==> src/rtl/hv_mi_pkg.sv <==
package hv_mi_pkg;

  // Register offsets inside one 0x200 slice
  localparam logic [8:0] OFF_CTRL  = 9'h000;
  localparam logic [8:0] OFF_TYPE  = 9'h004;
  localparam logic [8:0] OFF_VMCTL = 9'h008;
  localparam logic [8:0] OFF_STAT  = 9'h010;
  localparam logic [8:0] OFF_EOIST = 9'h020;
  localparam logic [8:0] OFF_EMPTY = 9'h030;
  localparam logic [8:0] OFF_APRI  = 9'h0F0;
  localparam logic [8:0] OFF_LIST  = 9'h100;

  // Writable bits
  localparam logic [31:0] CTRL_MASK  = 32'hF800_00FF;
  localparam logic [31:0] VMCTL_MASK = 32'hF8FC_021F;

  // Control word fields
  localparam int CT_EN     = 0;
  localparam int CT_UNDER  = 1;
  localparam int CT_NOENT  = 2;
  localparam int CT_NOPEND = 3;
  localparam int CT_G0ON   = 4;
  localparam int CT_G0OFF  = 5;
  localparam int CT_G1ON   = 6;
  localparam int CT_G1OFF  = 7;
  localparam int CT_CNT_LO = 27;

  // VM control fields used by status
  localparam int VM_G0EN = 0;
  localparam int VM_G1EN = 1;

  // List entry fields
  localparam int LE_EOI    = 19;
  localparam int LE_ST_LO  = 28;
  localparam int LE_ST_HI  = 29;

  localparam logic [31:0] TYPE_BASE = 32'h4400_0000;

  typedef enum logic [3:0] {
    SEL_NONE,
    SEL_CTRL,
    SEL_TYPE,
    SEL_VMCTL,
    SEL_STAT,
    SEL_EOIST,
    SEL_EMPTY,
    SEL_APRI,
    SEL_LIST
  } reg_sel_e;

endpackage

==> src/rtl/hv_mi_decode.sv <==
module hv_mi_decode
  import hv_mi_pkg::*;
#(
  parameter int NUM_CPU = 8,
  parameter int NUM_LR  = 4,
  parameter int ADDR_W  = 13,
  localparam int CPU_W  = (NUM_CPU > 1) ? $clog2(NUM_CPU) : 1,
  localparam int LR_W   = (NUM_LR > 1) ? $clog2(NUM_LR) : 1
) (
  input  logic [CPU_W-1:0]  req_cpu,
  input  logic [ADDR_W-1:0] req_addr,
  output logic [CPU_W-1:0]  tgt_cpu,
  output reg_sel_e          sel,
  output logic [LR_W-1:0]   lr_idx,
  output logic              bad
);
  localparam int SLICE_W = ADDR_W - 9;

  logic [SLICE_W-1:0] slice;
  logic [SLICE_W-1:0] tgt_wide;
  logic [8:0]         off;
  logic [8:0]         lr_rel;
  logic               bad_cpu;

  assign slice    = req_addr[ADDR_W-1:9];
  assign off      = req_addr[8:0];
  assign tgt_wide = (slice != '0) ? slice : SLICE_W'(req_cpu);
  assign bad_cpu  = (32'(tgt_wide) >= NUM_CPU);
  assign tgt_cpu  = CPU_W'(tgt_wide);
  assign lr_rel   = off - OFF_LIST;
  assign lr_idx   = LR_W'(lr_rel >> 2);

  always_comb begin
    sel = SEL_NONE;
    unique case (off)
      OFF_CTRL:  sel = SEL_CTRL;
      OFF_TYPE:  sel = SEL_TYPE;
      OFF_VMCTL: sel = SEL_VMCTL;
      OFF_STAT:  sel = SEL_STAT;
      OFF_EOIST: sel = SEL_EOIST;
      OFF_EMPTY: sel = SEL_EMPTY;
      OFF_APRI:  sel = SEL_APRI;
      default: begin
        if (off >= OFF_LIST && 32'(lr_rel) < 4 * NUM_LR && off[1:0] == 2'b00)
          sel = SEL_LIST;
      end
    endcase
  end

  assign bad = bad_cpu || (sel == SEL_NONE);

endmodule

==> src/rtl/hv_mi_bank.sv <==
module hv_mi_bank
  import hv_mi_pkg::*;
#(
  parameter int NUM_LR = 4
) (
  input  logic                    clk,
  input  logic                    rst_n,
  input  logic                    wr_ctrl,
  input  logic                    wr_vmctl,
  input  logic [NUM_LR-1:0]       wr_list,
  input  logic [31:0]             wdata,
  output logic [31:0]             ctrl_q,
  output logic [31:0]             vmctl_q,
  output logic [NUM_LR-1:0][31:0] list_q,
  output logic [NUM_LR-1:0]       eoi_status,
  output logic [NUM_LR-1:0]       empty_status,
  output logic [7:0]              stat_word,
  output logic                    irq
);

  function automatic logic entry_live(logic [31:0] e);
    return e[LE_ST_HI:LE_ST_LO] != 2'b00;
  endfunction

  function automatic logic entry_wants_eoi(logic [31:0] e);
    return !entry_live(e) && e[LE_EOI];
  endfunction

  function automatic int unsigned count_live(logic [NUM_LR-1:0] live);
    int unsigned n = 0;
    for (int i = 0; i < NUM_LR; i++) n += int'(live[i]);
    return n;
  endfunction

  function automatic logic [7:0] status_of(logic [31:0] c, logic [31:0] v,
                                           logic [NUM_LR-1:0] eoi,
                                           logic [NUM_LR-1:0] live,
                                           logic any_pend);
    logic [7:0] s;
    s[0] = |eoi;
    s[1] = c[CT_UNDER] && (count_live(live) <= 1);
    s[2] = c[CT_NOENT] && (c[31:CT_CNT_LO] != '0);
    s[3] = c[CT_NOPEND] && !any_pend;
    s[4] = c[CT_G0ON] && v[VM_G0EN];
    s[5] = c[CT_G0OFF] && !v[VM_G0EN];
    s[6] = c[CT_G1ON] && v[VM_G1EN];
    s[7] = c[CT_G1OFF] && !v[VM_G1EN];
    return s;
  endfunction

  logic [NUM_LR-1:0] live_vec;
  logic [NUM_LR-1:0] pend_vec;

  always_ff @(posedge clk) begin
    if (!rst_n) begin
      ctrl_q  <= '0;
      vmctl_q <= '0;
    end else begin
      if (wr_ctrl)  ctrl_q  <= wdata & CTRL_MASK;
      if (wr_vmctl) vmctl_q <= wdata & VMCTL_MASK;
    end
  end

  for (genvar i = 0; i < NUM_LR; i++) begin : g_entry
    always_ff @(posedge clk) begin
      if (!rst_n)          list_q[i] <= '0;
      else if (wr_list[i]) list_q[i] <= wdata;
    end
    assign live_vec[i]     = entry_live(list_q[i]);
    assign pend_vec[i]     = list_q[i][LE_ST_LO];
    assign eoi_status[i]   = entry_wants_eoi(list_q[i]);
    assign empty_status[i] = !live_vec[i];
  end

  assign stat_word = status_of(ctrl_q, vmctl_q, eoi_status, live_vec, |pend_vec);
  assign irq       = ctrl_q[CT_EN] && (stat_word != 8'h00);

endmodule

==> src/rtl/hv_maint_ctrl.sv <==
module hv_maint_ctrl
  import hv_mi_pkg::*;
#(
  parameter int NUM_CPU = 8,
  parameter int NUM_LR  = 4,
  parameter int ADDR_W  = 13,
  localparam int CPU_W  = (NUM_CPU > 1) ? $clog2(NUM_CPU) : 1,
  localparam int LR_W   = (NUM_LR > 1) ? $clog2(NUM_LR) : 1
) (
  input  logic               clk,
  input  logic               rst_n,
  input  logic               req_valid,
  input  logic               req_write,
  input  logic [CPU_W-1:0]   req_cpu,
  input  logic [ADDR_W-1:0]  req_addr,
  input  logic [31:0]        req_wdata,
  output logic               rsp_valid,
  output logic               rsp_err,
  output logic [31:0]        rsp_rdata,
  output logic [NUM_CPU-1:0] maint_irq
);
  localparam logic [31:0] TYPE_VAL = TYPE_BASE | 32'(NUM_LR - 1);

  logic [CPU_W-1:0] tgt_cpu;
  reg_sel_e         sel;
  logic [LR_W-1:0]  lr_idx;
  logic             bad;
  logic             wr_ok;
  logic [31:0]      rd_mux;

  logic [31:0]             ctrl_a  [NUM_CPU];
  logic [31:0]             vmctl_a [NUM_CPU];
  logic [NUM_LR-1:0][31:0] list_a  [NUM_CPU];
  logic [NUM_LR-1:0]       eoi_a   [NUM_CPU];
  logic [NUM_LR-1:0]       empty_a [NUM_CPU];
  logic [7:0]              stat_a  [NUM_CPU];

  // Named events for the checker
  logic [NUM_CPU-1:0] hcr_en_vec;
  logic [NUM_CPU-1:0] stat_nz_vec;

  hv_mi_decode #(
    .NUM_CPU(NUM_CPU), .NUM_LR(NUM_LR), .ADDR_W(ADDR_W)
  ) u_dec (
    .req_cpu (req_cpu),
    .req_addr(req_addr),
    .tgt_cpu (tgt_cpu),
    .sel     (sel),
    .lr_idx  (lr_idx),
    .bad     (bad)
  );

  assign wr_ok = req_valid && req_write && !bad;

  for (genvar c = 0; c < NUM_CPU; c++) begin : g_cpu
    logic              hit;
    logic [NUM_LR-1:0] wr_list;

    assign hit = wr_ok && (tgt_cpu == CPU_W'(c));
    for (genvar i = 0; i < NUM_LR; i++) begin : g_lw
      assign wr_list[i] = hit && (sel == SEL_LIST) && (lr_idx == LR_W'(i));
    end

    hv_mi_bank #(.NUM_LR(NUM_LR)) u_bank (
      .clk         (clk),
      .rst_n       (rst_n),
      .wr_ctrl     (hit && sel == SEL_CTRL),
      .wr_vmctl    (hit && sel == SEL_VMCTL),
      .wr_list     (wr_list),
      .wdata       (req_wdata),
      .ctrl_q      (ctrl_a[c]),
      .vmctl_q     (vmctl_a[c]),
      .list_q      (list_a[c]),
      .eoi_status  (eoi_a[c]),
      .empty_status(empty_a[c]),
      .stat_word   (stat_a[c]),
      .irq         (maint_irq[c])
    );

    assign hcr_en_vec[c]  = ctrl_a[c][CT_EN];
    assign stat_nz_vec[c] = |stat_a[c];
  end

  always_comb begin
    rd_mux = '0;
    if (!bad) begin
      unique case (sel)
        SEL_CTRL:  rd_mux = ctrl_a[tgt_cpu];
        SEL_TYPE:  rd_mux = TYPE_VAL;
        SEL_VMCTL: rd_mux = vmctl_a[tgt_cpu];
        SEL_STAT:  rd_mux = 32'(stat_a[tgt_cpu]);
        SEL_EOIST: rd_mux = 32'(eoi_a[tgt_cpu]);
        SEL_EMPTY: rd_mux = 32'(empty_a[tgt_cpu]);
        SEL_LIST:  rd_mux = list_a[tgt_cpu][lr_idx];
        default:   rd_mux = '0;
      endcase
    end
  end

  always_ff @(posedge clk) begin
    if (!rst_n) begin
      rsp_valid <= 1'b0;
      rsp_err   <= 1'b0;
      rsp_rdata <= '0;
    end else begin
      rsp_valid <= req_valid;
      rsp_err   <= req_valid && bad;
      rsp_rdata <= (req_valid && !req_write) ? rd_mux : '0;
    end
  end

endmodule

==> config.mk <==
export PLATFORM = sky130hd
export DESIGN_NAME = hv_maint_ctrl
export DESIGN_NICKNAME = d
export VERILOG_FILES = /design/src/rtl/hv_mi_pkg.sv /design/src/rtl/hv_mi_decode.sv /design/src/rtl/hv_mi_bank.sv /design/src/rtl/hv_maint_ctrl.sv
export SDC_FILE = /design/constraint.sdc
export NUM_CORES = 2
export LEC_CHECK = 0
export BUFFER_PORTS_ARGS = -buffer_cell sky130_fd_sc_hd__buf_2
export CORE_UTILIZATION = 35
export CTS_CLUSTER_DIAMETER = 60
export DETAILED_ROUTE_END_ITERATION = 8
export SYNTH_ARGS = -nofsm -noshare
export SYNTH_HDL_FRONTEND = slang
export SYNTH_SLANG_ARGS = --single-unit
==> constraint.sdc <==
create_clock -name clk -period 4.3 [get_ports clk]
set_input_delay 1.29 -clock clk [delete_from_list [all_inputs] [get_ports clk]]
set_output_delay 1.29 -clock clk [all_outputs]
set_load 0.005 [all_outputs]
; ---- Word level (Yosys, flattened, before mapping)
; Index checks and enable logic that the tools add are counted.
[word_totals]
ram_bits = 0
ff_bits = 1298
input_bits = 52
out_inout_bits = 42
romBits = 0
latch_bits = 0
memories = 0
[classes]
addsub = 25
n_mul = 0
muxes = 24
magnitude_cmp = 13
div = 0
n_reduce_logical = 296
n_eq_ne = 23
bitwise = 3
n_shift = 0
[op_table]
columns = op, count
row1 = $add A32 B1 Y32, 16
row2 = $bmux W128 S3, 1
row3 = $le A32 B1 Y1 const B, 8
row4 = $mux W128, 2
row5 = $pmux W32 S7, 1
row6 = $bmux W32 S3, 2
row7 = $logic_and A1 B1 Y1, 166
row8 = $mux W32, 5
row9 = $bmux W32 S2, 1
row10 = $reduce_bool A2 Y1, 32
row11 = $reduce_bool A8 Y1, 8
row12 = $reduce_or A4 Y1, 16
row13 = $logic_not A1 Y1, 58
row14 = $reduce_bool A5 Y1, 8
row15 = $pmux W4 S7, 1
row16 = $bmux W4 S3, 2
row17 = $bmux W8 S3, 1
row18 = $mux W4, 6
row19 = $eq A9 B6 Y1 const B, 2
row20 = $add A1 B1 Y2, 8
row21 = $mux W8, 2
row22 = $eq A3 B3 Y1 const B, 4
row23 = $eq A4 B3 Y1 const B, 3
row24 = $eq A9 B3 Y1 const B, 1
row25 = 24 further kinds, 30

; ---- Depth between registers and ports, before layout
[depth]
ltp_word = 13
depth_mapped = 12
depth_no_buf = 12

; ---- Modules after synthesis
; A second synthesis with hierarchy kept.
[hier_totals]
cells_unflattened = 5864
hier_area_um2 = 65880.7
[modules_own_cells]
columns = module, seq_area_each_um2, area_per_inst_um2, n_inst, cells_per_inst
row1 = hv_mi_bank, 3163.0, 6356.1, 8, 574
row2 = hv_maint_ctrl, 680.7, 14821.7, 1, 1244
row3 = hv_mi_decode, 0.0, 210.2, 1, 28

; ---- Worst setup path before layout
; Ideal clock, no wire load.
[synth_timing]
path_kind = register -> output
start = register g_cpu[4].u_bank.list_q[60] (netlist bit)
end = output port maint_irq[4]
slack_ps = 858
arrival_ps = 2152
path_stages_with_launch = 9
n_path_buf = 1
cell_sequence = dfxtp_1 or2_2 ha_1 fa_1 ha_1 nor3b_1 nor3_1 a31oi_1 buf_4
[synth_via]
elab_chain_len = 8
word_cells_on_any_way = 14
classes_between = add/sub: 3 / order compare: 1 / reduce/logical: 10
[synth_lines]
columns = element, line_no
row1 = "start, declared", hv_mi_bank.sv:14  ; output logic [NUM_LR-1:0][31:0] list_q,
row2 = "start signal, assigned by index", hv_mi_bank.sv:67  ; else if (wr_list[i]) list_q[i] <= wdata;
row3 = $reduce_bool A2 Y1, hv_mi_bank.sv:22  ; return e[LE_ST_HI:LE_ST_LO] != 2'b00;
row4 = $add A1 B1 Y2, hv_mi_bank.sv:31  ; for (int i = 0; i < NUM_LR; i++) n += int'(live[i]);
row5 = $add A32 B1 Y32 (2 in a row), hv_mi_bank.sv:31
row6 = $le A32 B1 Y1, hv_mi_bank.sv:41  ; s[1] = c[CT_UNDER] && (count_live(live) <= 1);
row7 = $logic_and A1 B1 Y1, hv_mi_bank.sv:41
row8 = $reduce_bool A8 Y1 (*), hv_mi_bank.sv:76  ; assign irq = ctrl_q[CT_EN] && (stat_word != 8'h00);
row9 = $logic_and A1 B1 Y1 (*), hv_mi_bank.sv:76
row10 = "end, declared", hv_maint_ctrl.sv:20  ; output logic [NUM_CPU-1:0] maint_irq
; Every way passes the cells marked *; elsewhere a longest branch is shown, timed or not.

; ---- Final worst setup path
; Same ends and word-level chain as after synthesis.

==> summary.md <==
| Metric | Value |
|---|---|
| Status | `finished clean` |
| Final Wtd Congestion | `0.945` |
| Critical path startpoint category | `flip-flop` |
| Setup violators final | `0` |
| Share of layout cells above drive strength 1 | `11.4%` |
| Hold Vio Cnt, Final | `0` |
| Residual DRC | `0` |
| Fin. max-slew vios | `0` |
| Post-synth EDFFs | `0` |
| Grt ovf | `0` |
| Post-route ant nets | `0` |
| CTS root buffer | `clkbuf_16` |
| Die height | `409 um` |
| Worst slew margin | `14.6%` |
| Final instance area | `67,600 um2` |
| Final Routed Wirelength | `246,000 um` |
| Pre-CTS setup slack | `0.0336 ns` |
| NumNets Final | `7,302` |
| Power per Cell Area | `400 nW/um2` |
| Initial Utilization | `35.3%` |
| Gate Count Post-Synth | `7,358` |
| Max FO, Critical Path | `2` |
| # port buffers | `between 90 and 100` |
| Post-synth top area cell | `dfxtp_1` |
| Hold Crit Class | `flip-flop to flip-flop` |
| CP Class | `flip-flop to output pin` |
| CP cell instances | `or2_4 -> ha_4 -> fa_2 -> ha_4 -> nor3b_4 -> nor3_1 -> a31oi_1 -> buf_2` |
| Setup TNS Final | `0 ns` |
| Detailed Routing Iterations Pass 1 | `9` |
| Setup crit end kind | `output pin` |
| CP most frequent cell | `ha_4` |
| I/O pins | `94` |
| Most common cell in the synthesized netlist | `nand2_1` |
| Peak supply drop | `0.000343 V` |
| Minimum clock period | `4.26 ns` |
| Worst setup margin | `between 0.03 and 0.04 ns` |
| Syn_area_per_cell | `between 7 and 8 um2` |
| Die width | `409 um` |
| HPWL after detailed placement | `between 150,000 and 200,000 um` |
| Period utilisation layout | `a little under 100%` |
| Register bit count reported by yosys | `between 1,000 and 1,500` |
| Area Growth Syn to Fin | `16.3%` |
| Largest net degree at the start of global routing | `295` |
| Max Freq | `235 MHz` |
| DR WL/cell | `25.8 um` |
| H-tree Lvls | `4` |
| Total core area | `165,000 um2` |
| Leakage | `21.9 nW` |
| Library cells used by synthesis | `75` |
| CTS buffer count | `150` |
| Die area | `168,000 um2` |
| Hold slack | `about 0.45 ns` |
| Starting DRT DRC Count | `6,637` |
| Vias after detailed routing | `55,500` |
| Worst slew pin tran | `approximately 1.3 ns` |
| Vias/cell | `5.81` |
| CTS tree | `done` |
| Sink Count | `approximately 1,300` |
| # rows | `~150` |
| Crit-path slowest cell | `dfxtp_4` |
| # hold bufs at CTS | `0` |
| Crit-path max cell delay | `0.36 ns` |
| Cell Area, Synth | `58,100 um2` |
| YS warnings | `0` |
| Max-cap violations | `0` |
| GRT Resource Usage Total | `28.3%` |
| Clock buffer depth | `3` |
| Vias in the first global route | `about 53,000` |
| Clk Latency, worst-skew pair | `roughly 0.80 ns` |
| Worst endpoint data arrival time | `2.97 ns` |
| Synth top area cells | `dfxtp_1, nand2_1, a21boi_0` |
| Antenna violations before repair | `8` |
| Synth top area share | `44.7%` |
| Register area share after synthesis | `44.7%` |
| Share of synthesized flip-flops with an asynchronous set or reset | `0%` |
| Filler cells | `16,400` |
| Most common flop cell mapped by yosys | `dfxtp_1` |
| Top cells by count, synth | `nand2_1, dfxtp_1, a21boi_0, clkbuf_1, o22ai_1` |
| Mapped Nets | `7,429` |
| Worst-path clk slew | `0.06 ns` |
| First-pass GRT wire length | `358,000 um` |
| Tot Pwr | `27.0 mW` |
| WP data required | `3.01 ns` |
| Worst Clk Skew | `slightly below 0.04 ns` |
| DP Area | `62,200 um2` |
[per-layer routing]
metal  vias up  global-route usage (%)  wire (um)
met5         -                       0         41
met4         6                    12.9      11700
met3       639                    5.61      22000
met2      2811                    44.8     111000
met1     26900                    37.0     101000
li1      25100                       -          -
[final timing paths]
kind | start | to | slack (ns) | cells after the start
max | g_cpu[4].u_bank.list_q[60] | maint_irq[4] | 0.04 | 8
min | g_cpu[7].u_bank.list_q[16] | g_cpu[7].u_bank.list_q[16] | 0.45 | 2
max reg2reg | g_cpu[3].u_bank.list_q[60] | rsp_rdata[1] | 0.22 | 21
min reg2reg | g_cpu[7].u_bank.list_q[16] | g_cpu[7].u_bank.list_q[16] | 0.45 | 2
[critical path: cells and delay by family (launching register included)]
family,cells,cell delay [ns]
flip-flops,1,0.36
adder cells (fa/ha/maj),3,0.83
buffers and inverters,1,0.17
AO/OA/AOI/OAI,1,0.26
AND/OR/NAND/NOR,3,0.56
[layout by cell type (no fill, tap or decap), drive strengths merged, types with 18 or more instances in the layout]
cell type / count
nand2: 2646
dfxtp: 1298
a21boi: 1264
buf: 435
o22ai: 359
o221ai: 252
clkbuf: 220
nor2: 187
o21ai: 79
nor3: 60
o22a: 58
a21oi: 47
inv: 43
nand3: 29
clkinv: 24
o31ai: 23
or2: 21
a221oi: 20
a222oi: 20
nor3b: 20
a22oi: 18
[repair_timing]
action | in CTS | in global routing
buffers inserted | 16 | 2
gates resized for setup | 46 | 12
pin swaps | 16 | 14
cloned | 0 | 0
setup endpoints to repair | 6 | 7
[flip-flops by register name (all words and copies together), names as in the netlist]
name / flops
g_cpu.u_bank.list_q: 1024
g_cpu.u_bank.vmctl_q: 136
g_cpu.u_bank.ctrl_q: 104
rsp_rdata: 32
rsp_err: 1
rsp_valid: 1
[per-stage QoR]
stage / util, % / cells
6_report: 41.0 / 9538
5_1_grt: 41.0 / 9536
4_1_cts: 41.0 / 9533
3_5_place_dp: 37.7 / 9250
3_3_place_gp: 37.7 / 9250
2_1_floorplan: - / 7358
[cell type report]
type                       instances  area (um2)  share of cell area [%]
multi-input combinational       5317       29700                    44.0
sequential                      1298       26000                    38.5
clock buffer                     220        4420                    6.54
timing repair buffer             435        3980                    5.89
tap                             2189        2740                    4.05
clock inverter                    47         582                   0.861
inverter                          29         109                   0.161
antenna                            3        7.51                  0.0111
[logic make-up after synthesis]
kind of cell,after synthesis,synth area share [%]
buf+inv,743,5.12
mux,5,0.0861
compound gates,2236,28.8
flops,1298,44.7
fa+ha+maj,19,0.448
simple gates,3057,20.9
[report_power, final]
| group | total, mW | switching [mW] | internal, mW |
|---|---|---|---|
| clock network | 13.0 | 5.48 | 7.54 |
| logic | 1.98 | 1.31 | 0.664 |
| registers | 12.0 | 0.000465 | 12.0 |
| total | 27.0 | 6.79 | 20.2 |
(Power assumes the default switching activity.)
